**config.mk**
```make
export PLATFORM = sky130hd
export DESIGN_NAME = i2c_result_reader
export DESIGN_NICKNAME = d
export VERILOG_FILES = /design/src/rtl/i2c_rr_pkg.sv /design/src/rtl/rr_sync_edge.sv /design/src/rtl/rr_result_hold.sv /design/src/rtl/rr_bus_fsm.sv /design/src/rtl/i2c_result_reader.sv
export SDC_FILE = /design/constraint.sdc
export NUM_CORES = 1
export LEC_CHECK = 0
export BUFFER_PORTS_ARGS = -buffer_cell sky130_fd_sc_hd__clkbuf_2
export CORE_MARGIN = 8
export CORE_UTILIZATION = 45
export DETAILED_ROUTE_END_ITERATION = 8
export HOLD_SLACK_MARGIN = 0.12
export SLEW_MARGIN = 10
export SYNTH_ARGS = -nofsm -noshare
export SYNTH_HDL_FRONTEND = slang
export SYNTH_HIERARCHICAL = 1
export SYNTH_SLANG_ARGS = --single-unit
```
**constraint.sdc**
```tcl
create_clock -name clk -period 5 [get_ports clk]
set_clock_uncertainty 0.05 [all_clocks]
set_input_delay 0.5 -clock clk [delete_from_list [all_inputs] [get_ports clk]]
set_output_delay 0.5 -clock clk [all_outputs]
set_load 0.02 [all_outputs]
```
**src/rtl/i2c_rr_pkg.sv**
```systemverilog
package i2c_rr_pkg;

  typedef enum logic [2:0] {
    ST_IDLE,
    ST_ADDR,
    ST_AACK,
    ST_TX,
    ST_TACK,
    ST_SKIP
  } rr_state_t;

  localparam int BYTE_W = 8;

endpackage

```
**src/rtl/rr_sync_edge.sv**
```systemverilog
module rr_sync_edge #(
  parameter int STAGES = 2
) (
  input  logic clk,
  input  logic rst_n,
  input  logic d_i,
  output logic lvl_o,
  output logic rise_o,
  output logic fall_o
);

  logic [STAGES-1:0] pipe_q;
  logic              prev_q;

  always_ff @(posedge clk or negedge rst_n) begin
    if (!rst_n) begin
      pipe_q <= '1;
      prev_q <= 1'b1;
    end else begin
      pipe_q <= {pipe_q[STAGES-2:0], d_i};
      prev_q <= pipe_q[STAGES-1];
    end
  end

  assign lvl_o  = pipe_q[STAGES-1];
  assign rise_o = lvl_o & ~prev_q;
  assign fall_o = ~lvl_o & prev_q;

endmodule

```
**src/rtl/rr_result_hold.sv**
```systemverilog
module rr_result_hold #(
  parameter int RES_W = 16
) (
  input  logic             clk,
  input  logic             rst_n,
  input  logic             busy_i,
  input  logic             valid_i,
  input  logic [RES_W-1:0] data_i,
  output logic [RES_W-1:0] result_o
);

  logic [RES_W-1:0] res_q, res_d, pend_q, pend_d;
  logic             pv_q, pv_d;

  always_comb begin
    res_d  = res_q;
    pend_d = pend_q;
    pv_d   = pv_q;
    if (valid_i) begin
      if (busy_i) begin
        pend_d = data_i;
        pv_d   = 1'b1;
      end else begin
        res_d = data_i;
        pv_d  = 1'b0;
      end
    end else if (!busy_i && pv_q) begin
      res_d = pend_q;
      pv_d  = 1'b0;
    end
  end

  always_ff @(posedge clk or negedge rst_n) begin
    if (!rst_n) begin
      res_q  <= '0;
      pend_q <= '0;
      pv_q   <= 1'b0;
    end else begin
      res_q  <= res_d;
      pend_q <= pend_d;
      pv_q   <= pv_d;
    end
  end

  assign result_o = res_q;

  AST_HOLD_WHILE_BUSY: assert property (@(posedge clk) disable iff (!rst_n)
    $past(busy_i) |-> $stable(res_q));

  AST_PEND_APPLIED: assert property (@(posedge clk) disable iff (!rst_n)
    (!busy_i && pv_q && !valid_i) |=> (res_q == $past(pend_q)));

endmodule

```
**src/rtl/rr_bus_fsm.sv**
```systemverilog
module rr_bus_fsm
  import i2c_rr_pkg::*;
#(
  parameter int         RES_W   = 16,
  parameter logic [6:0] ADDR_LO = 7'h14,
  parameter logic [6:0] ADDR_HI = 7'h54
) (
  input  logic             clk,
  input  logic             rst_n,
  input  logic             scl_rise_i,
  input  logic             scl_fall_i,
  input  logic             sda_lvl_i,
  input  logic             start_i,
  input  logic             stop_i,
  input  logic             strap_i,
  input  logic [RES_W-1:0] result_i,
  output logic             sda_pull_o,
  output logic             busy_o
);

  localparam int NBYTES = RES_W / BYTE_W;
  localparam int BIDX_W = (NBYTES > 1) ? $clog2(NBYTES) : 1;
  localparam int CNT_W  = $clog2(BYTE_W) + 1;

  rr_state_t         st_q, st_d;
  logic [CNT_W-1:0]  cnt_q, cnt_d;
  logic [BYTE_W-1:0] sh_q, sh_d;
  logic [BIDX_W-1:0] bidx_q, bidx_d;
  logic              rw_q, rw_d, ack_q, ack_d, pull_q, pull_d, busy_q, busy_d;
  logic [6:0]        my_addr;

  function automatic logic [BYTE_W-1:0] pick(logic [RES_W-1:0] r, logic [BIDX_W-1:0] i);
    return r[BYTE_W*(NBYTES-1-int'(i)) +: BYTE_W];
  endfunction

  assign my_addr = strap_i ? ADDR_HI : ADDR_LO;

  always_comb begin
    st_d   = st_q;
    cnt_d  = cnt_q;
    sh_d   = sh_q;
    bidx_d = bidx_q;
    rw_d   = rw_q;
    ack_d  = ack_q;
    pull_d = pull_q;
    busy_d = busy_q;
    if (stop_i) begin
      st_d   = ST_IDLE;
      pull_d = 1'b0;
      busy_d = 1'b0;
    end else if (start_i) begin
      st_d   = ST_ADDR;
      cnt_d  = '0;
      pull_d = 1'b0;
      busy_d = 1'b0;
    end else begin
      case (st_q)
        ST_ADDR: begin
          if (scl_rise_i) begin
            sh_d  = {sh_q[BYTE_W-2:0], sda_lvl_i};
            cnt_d = cnt_q + 1'b1;
          end else if (scl_fall_i && cnt_q == CNT_W'(BYTE_W)) begin
            if (sh_q[BYTE_W-1:1] == my_addr) begin
              st_d   = ST_AACK;
              pull_d = 1'b1;
              rw_d   = sh_q[0];
              busy_d = sh_q[0];
            end else begin
              st_d = ST_SKIP;
            end
          end
        end
        ST_AACK: begin
          if (scl_fall_i) begin
            if (rw_q) begin
              st_d   = ST_TX;
              bidx_d = '0;
              sh_d   = pick(result_i, '0);
              pull_d = ~sh_d[BYTE_W-1];
              cnt_d  = '0;
            end else begin
              st_d   = ST_SKIP;
              pull_d = 1'b0;
            end
          end
        end
        ST_TX: begin
          if (scl_fall_i) begin
            if (cnt_q == CNT_W'(BYTE_W - 1)) begin
              st_d   = ST_TACK;
              pull_d = 1'b0;
            end else begin
              sh_d   = {sh_q[BYTE_W-2:0], 1'b0};
              pull_d = ~sh_q[BYTE_W-2];
              cnt_d  = cnt_q + 1'b1;
            end
          end
        end
        ST_TACK: begin
          if (scl_rise_i) begin
            ack_d = ~sda_lvl_i;
          end else if (scl_fall_i) begin
            if (ack_q && bidx_q != BIDX_W'(NBYTES - 1)) begin
              st_d   = ST_TX;
              bidx_d = bidx_q + 1'b1;
              sh_d   = pick(result_i, bidx_d);
              pull_d = ~sh_d[BYTE_W-1];
              cnt_d  = '0;
            end else begin
              st_d = ST_SKIP;
            end
          end
        end
        default: ;
      endcase
    end
  end

  always_ff @(posedge clk or negedge rst_n) begin
    if (!rst_n) begin
      st_q   <= ST_IDLE;
      cnt_q  <= '0;
      sh_q   <= '0;
      bidx_q <= '0;
      rw_q   <= 1'b0;
      ack_q  <= 1'b0;
      pull_q <= 1'b0;
      busy_q <= 1'b0;
    end else begin
      st_q   <= st_d;
      cnt_q  <= cnt_d;
      sh_q   <= sh_d;
      bidx_q <= bidx_d;
      rw_q   <= rw_d;
      ack_q  <= ack_d;
      pull_q <= pull_d;
      busy_q <= busy_d;
    end
  end

  assign sda_pull_o = pull_q;
  assign busy_o     = busy_q;

  AST_READ_ACKED: assert property (@(posedge clk) disable iff (!rst_n)
    $rose(busy_o) |-> sda_pull_o);

endmodule

```
**src/rtl/i2c_result_reader.sv**
```systemverilog
module i2c_result_reader #(
  parameter int         RES_W       = 16,
  parameter int         SYNC_STAGES = 2,
  parameter logic [6:0] ADDR_LO     = 7'h14,
  parameter logic [6:0] ADDR_HI     = 7'h54
) (
  input  logic             clk,
  input  logic             rst_n,
  input  logic             scl_i,
  input  logic             sda_i,
  input  logic             addr_sel_i,
  input  logic [RES_W-1:0] result_i,
  input  logic             result_valid_i,
  output logic             sda_pull_o,
  output logic             busy_o
);

  logic [1:0]       rst_pipe_q;
  logic             rst_n_s;
  logic             scl_lvl, scl_rise, scl_fall;
  logic             sda_lvl, sda_rise, sda_fall;
  logic             start_det, stop_det;
  logic [RES_W-1:0] held;

  always_ff @(posedge clk or negedge rst_n) begin
    if (!rst_n) rst_pipe_q <= 2'b00;
    else        rst_pipe_q <= {rst_pipe_q[0], 1'b1};
  end
  assign rst_n_s = rst_pipe_q[1];

  rr_sync_edge #(.STAGES(SYNC_STAGES)) i_scl_sync (
    .clk(clk), .rst_n(rst_n_s), .d_i(scl_i),
    .lvl_o(scl_lvl), .rise_o(scl_rise), .fall_o(scl_fall)
  );

  rr_sync_edge #(.STAGES(SYNC_STAGES)) i_sda_sync (
    .clk(clk), .rst_n(rst_n_s), .d_i(sda_i),
    .lvl_o(sda_lvl), .rise_o(sda_rise), .fall_o(sda_fall)
  );

  assign start_det = sda_fall & scl_lvl;
  assign stop_det  = sda_rise & scl_lvl;

  rr_result_hold #(.RES_W(RES_W)) i_hold (
    .clk(clk), .rst_n(rst_n_s), .busy_i(busy_o),
    .valid_i(result_valid_i), .data_i(result_i), .result_o(held)
  );

  rr_bus_fsm #(.RES_W(RES_W), .ADDR_LO(ADDR_LO), .ADDR_HI(ADDR_HI)) i_fsm (
    .clk(clk), .rst_n(rst_n_s),
    .scl_rise_i(scl_rise), .scl_fall_i(scl_fall), .sda_lvl_i(sda_lvl),
    .start_i(start_det), .stop_i(stop_det), .strap_i(addr_sel_i),
    .result_i(held), .sda_pull_o(sda_pull_o), .busy_o(busy_o)
  );

  AST_PULL_SCL_LOW: assert property (@(posedge clk) disable iff (!rst_n_s)
    !$stable(sda_pull_o) |-> !scl_lvl);

  AST_STOP_RELEASES: assert property (@(posedge clk) disable iff (!rst_n_s)
    stop_det |=> (!sda_pull_o && !busy_o));

endmodule

```
# --- After elaboration in Yosys (flattened, before gate mapping) ---
# Cells that the tools add are included.
word_totals:
  elab_cells: 157
  out_inout_bits: 2
  regBits: 61
  in_bits: 22
classes:
  bitwise: 17
  eq_ne: 34
  addsub: 3
  muxes: 64
  shifts: 1
  n_reduce_logical: 22
ops:
  columns: ["cell", "count"]
  rows:
  - ["8-bit 2-to-1 mux", 8]
  - ["16-bit 2-to-1 mux", 3]
  - ["3-bit 2-to-1 mux", 12]
  - ["4-bit 2-to-1 mux", 9]
  - ["8-bit one-hot mux with 4 select lines", 1]
  - ["16-bit by 32-bit variable part select with 8-bit output", 1]
  - ["4-bit by 1-bit != test with 1-bit output (second input constant)", 7]
  - ["1-bit 2-to-1 mux", 26]
  - ["3-bit by 1-bit != test with 1-bit output (second input constant)", 6]
  - ["4-bit one-hot mux with 4 select lines", 1]
  - ["8-bit AND reduction", 2]
  - ["2-bit by 1-bit != test with 1-bit output (second input constant)", 6]
  - ["3-bit one-hot mux with 4 select lines", 1]
  - ["1-bit inverter", 11]
  - ["11-bit AND reduction", 1]
  - ["10-bit AND reduction", 1]
  - ["9-bit AND reduction", 1]
  - ["3-bit nonzero test", 3]
  - ["4-bit != test (second input constant)", 2]
  - ["4-bit AND reduction", 2]
  - ["7-bit equality test", 1]
  - ["7-bit 2-to-1 mux", 1]
  - ["1-bit bitwise AND", 6]
  - ["3-bit by 2-bit equality test with 1-bit output (second input constant)", 2]
  - ["20 further kinds", 27]

# --- Logic depth before layout (Yosys ltp) ---
depth:
  ltp_word: 10
  depth_mapped: 8
  mapped_depth_nobuf: 6

# --- By module ---
# The synthesis kept the hierarchy.
modules_own_cells:
  columns: ["mod", "seq_area_each_um2", "area_each_um2", "cells_per_inst", "instances"]
  rows:
  - ["rr_result_hold", 825.8, 1451.4, 117, 1]
  - ["rr_bus_fsm", 500.5, 1348.8, 142, 1]
  - ["rr_sync_edge", 78.8, 93.8, 5, 2]
  - ["i2c_result_reader", 50.0, 66.3, 5, 1]

# --- Least setup slack after synthesis ---
# Ideal clock, no wire load.
synth_timing:
  path_type: "flip-flop to flip-flop"
  start: "register i_sda_sync.pipe_q[1]"
  end: "register i_fsm.sh_q[0]"
  t_required_ns: 4.825
  synth_period_minus_slack_ns: 2.311
  n_path_buf: 1
  arrival_time_ns: 2.136
  setup_ns: 0.125
  setup_slack_ns: 2.689
  stages_incl_launch_ff: 7
  path_cell_list: "dfstp_2 and2b_2 and2_1 or2_2 buf_1 nor3_4 mux2_4"
synth_between:
  elab_chain_cells: 5
  word_cells_on_any_way: 10
  classes_between: "2 x mux; 7 x bitwise; 1 x reduce/logical"
synth_rtl:
  columns: ["element", "line_no", "text"]
  rows:
  - ["start, declared", "rr_sync_edge.sv:12", "logic [STAGES-1:0] pipe_q;"]
  - ["start signal, assigned", "rr_sync_edge.sv:20", "pipe_q <= {pipe_q[STAGES-2:0], d_i};"]
  - ["1-bit inverter", "rr_sync_edge.sv:27", "assign fall_o = ~lvl_o & prev_q;"]
  - ["1-bit bitwise AND", "rr_sync_edge.sv:27", null]
  - ["net sda_fall", "i2c_result_reader.sv:21", "logic sda_lvl, sda_rise, sda_fall;"]
  - ["1-bit bitwise AND", "i2c_result_reader.sv:41", "assign start_det = sda_fall & scl_lvl;"]
  - ["net start_det", "i2c_result_reader.sv:22", "logic start_det, stop_det;"]
  - ["1-bit inverter (no line)", null, null]
  - ["11-bit AND reduction (no line)", null, null]
  - ["end signal, assigned", "rr_bus_fsm.sv:123", "sh_q <= '0;"]
  - ["end signal, assigned", "rr_bus_fsm.sv:132", "sh_q <= sh_d;"]
  - ["end, declared", "rr_bus_fsm.sv:27", "logic [BYTE_W-1:0] sh_q, sh_d;"]
# The timed path passes the listed nets, and every way through them passes these cells. The select of a mux whose other input is x is not followed.
# A chain may end at the register's enable or synchronous reset.

# --- Final worst setup path ---
# Same ends and word-level chain as after synthesis.

==> flow_summary.json <==
{
  "outcome": "completed",
  "synth_simple_gate_area_share_pct": 16.5,
  "synth_edf_count": 0,
  "antenna_cells": 0,
  "maxCapViolCount": 0,
  "coreArea_um2": 6680,
  "end_kind": "flop",
  "setup_viol": 0,
  "final_cell_mix": "dfrtp_1 (54), nor2_1 (28), clkbuf_2 (23), o22ai_1 (17)",
  "yosysSeqAreaShare_pct": 50.2,
  "grt_pass1_wl_um": 11700,
  "synth_area_um2": 3050,
  "hold_viol_final": 0,
  "cts_resized": 0,
  "wl_per_cell_um": 18.0,
  "synth_cell_types": 56,
  "io_buffer_count": 23,
  "critPathKind": "flop to flop",
  "setup_tns_ns": 0,
  "drt-total-wl_um": 6870,
  "clk_latency_ns": 0.34,
  "post-route-period-util_pct": 48.3,
  "placed_cells": 364,
  "fmax_mhz": 414,
  "clk_pin_slew_ns": 0.07,
  "post-dp-hpwl_um": 4600,
  "yosys_warnings": 6,
  "cts-buffers-inserted": 9,
  "grt_antenna_before_repair": 0,
  "synth_compound_area_share_pct": 14.8,
  "htreeDepth": 3,
  "syn-num-nets": 298,
  "peakVddDrop_uv": 153,
  "clockBufferDepth": 2,
  "tritoncts": "built",
  "synthAdderAreaFrac_pct": 0.819,
  "overflow": 0,
  "dieHeight_um": 98.4,
  "leakage_nw": 1.55,
  "drtIter0Drc": 136,
  "drive_above_1_share_pct": 24.3,
  "start_util_pct": 45.7,
  "area_growth_pct": 12.1,
  "route.detailed.drc": 0,
  "fillers": 608,
  "synth_top_family_by_area": "simple AND/OR/NAND/NOR gates",
  "syn-instance-count": 274,
  "root_buffer": "clkbuf_8",
  "grt_pass1_vias": 2328,
  "synth.avg_cell_area_um2": 11.1,
  "crit_fanout": 8,
  "maxSlewHeadroom_pct": 50.1,
  "drtAntennaViolNets": 0,
  "clkSinkCount": 61,
  "cts.hold.buffers_added": 1,
  "vias_per_cell": 6.01,
  "post_cts_buffers": 0,
  "io_pins": 24,
  "setup_slack_ns": 2.58,
  "worst_pin_slew_ns": 0.749,
  "first_pass_iters": 5,
  "final_common_cell": "dfrtp_1",
  "synth_mux_area_share_pct": 12.7,
  "rsz0062_at_grt": "false",
  "gp_congestion": 0.899,
  "async_reset_ff_share_pct": 100,
  "cp-start-kind": "flop",
  "final_nets": 320,
  "dr_total_vias": 2291,
  "grt_max_degree": 60,
  "critical_path_arrival_ns": 2.59,
  "maxSlewViolCount": 0,
  "die_w_um": 98.4,
  "track_usage_pct": 15.3,
  "p_per_area_nw_per_um2": 420,
  "stdcell_area_um2": 3420,
  "ys_ff_latch": 61,
  "final_cells": 381,
  "synthXorXnorAreaFrac_pct": 0.287,
  "die_area_um2": 9680,
  "min_path_type": "input pin to flop",
  "fin_crit_ns": 2.42,
  "synth_flop_cell": "dfrtp_1",
  "num_rows": 30,
  "pre_cts_slack_ns": 2.59,
  "dpl_cell_area_um2": 3190,
  "required_ns": 5.17
}
[sequential cells by signal, indices dropped and copies added (netlist names)]
| signal | flops |
|---|---|
| i_hold/pend_q | 16 |
| i_hold/result_o | 16 |
| i_fsm/sh_q | 8 |
| i_fsm/cnt_q | 4 |
| i_fsm/st_q | 3 |
| i_scl_sync/pipe_q | 2 |
| i_sda_sync/pipe_q | 2 |
| rst_pipe_q | 2 |
| i_fsm/ack_q | 1 |
| i_fsm/bidx_q | 1 |
| i_fsm/busy_o | 1 |
| i_fsm/rw_q | 1 |
| i_fsm/sda_pull_o | 1 |
| i_hold/pv_q | 1 |
| i_scl_sync/prev_q | 1 |
| i_sda_sync/prev_q | 1 |
[final cells by class]
class	count	area, µm²	share of cell area, %
Clock buffer	12	155	4.53
Clock inverter	4	70.1	2.05
Inverter	13	48.8	1.43
Multi-Input combinational cell	186	1380	40.4
Sequential cell	61	1540	44.8
Tap cell	80	100	2.92
Timing Repair Buffer	25	133	3.87
[final timing paths]
path / to / slack [ns] / cells past startpoint / startpoint
min in group asynchronous: i_hold/pend_q[1] / 0.36 / 1 / rst_pipe_q[1]
hold reg to reg: rst_pipe_q[1] / 0.30 / 0 / rst_pipe_q[0]
setup reg to reg: i_fsm/sh_q[0] / 2.58 / 5 / i_sda_sync/pipe_q[1]
max in group asynchronous: i_fsm/sh_q[6] / 4.05 / 1 / rst_pipe_q[1]
setup / recovery: i_fsm/sh_q[0] / 2.58 / 5 / i_sda_sync/pipe_q[1]
hold / removal: i_scl_sync/pipe_q[0] / 0.19 / 1 / scl_i
[report_power, final]
group | switching (mW) | internal (mW) | total [mW]
logic | 0.143 | 0.137 | 0.280
clock network | 0.192 | 0.306 | 0.498
registers | 0.0902 | 0.571 | 0.661
total | 0.425 | 1.01 | 1.44
[cells in the mapped netlist (all sizes together), types with 4 or more instances]
cell / number / area share (%)
dfstp: 6 / 5.2
and2: 4 / 0.82
o311ai: 4 / 1.1
mux2: 22 / 9.5
nand3: 5 / 0.82
o22ai: 17 / 3.5
a21oi: 4 / 0.78
nor3: 12 / 2.3
nor2b: 6 / 1.2
dfrtp: 55 / 45
mux2i: 10 / 3.3
nor2: 29 / 3.8
nand2b: 5 / 1.0
buf: 12 / 2.7
a222oi: 7 / 2.3
inv: 13 / 1.6
nand2: 14 / 1.8
o32ai: 12 / 3.4
[cell families (layout without fill, tap and decap cells)]
family,after synthesis,in the layout
AOI/OAI and AO/OA,57,57
xor gates and xnor gates,1,1
buffers and inverters,27,54
muxes,32,32
and+or+nand+nor,93,93
DFF,61,61
other,1,1
adders and majority gates,2,2
[stage by stage]
| stage | hold WS, ns | utilization (%) | total power [mW] |
|---|---|---|---|
| after global placement | 0.236 | 47.7 | 0.940 |
| after floorplan | 0.154 | - | 0.872 |
| after global routing | 0.176 | 51.2 | 1.53 |
| after CTS | 0.179 | 51.2 | 1.45 |
| final | 0.193 | 51.2 | 1.44 |
| after detailed placement | 0.237 | 47.7 | 0.946 |
[per-layer routing]
metal / global-route usage (%) / vias to the layer above / wire length (µm)
li1: - / 1067 / -
met1: 20.6 / 1145 / 3170
met2: 22.2 / 67 / 3240
met3: 3.34 / 12 / 321
met4: 8.15 / 0 / 129
met5: 0 / - / 0
[critical path: stages, from the launching register on]
cell and delay [ns]:
dfstp_2 0.56, and2b_2 0.22, and2_1 0.21, or2_2 0.40
nor3_4 0.52, mux2_4 0.34
Note: power is estimated with default switching activity, not from simulation.
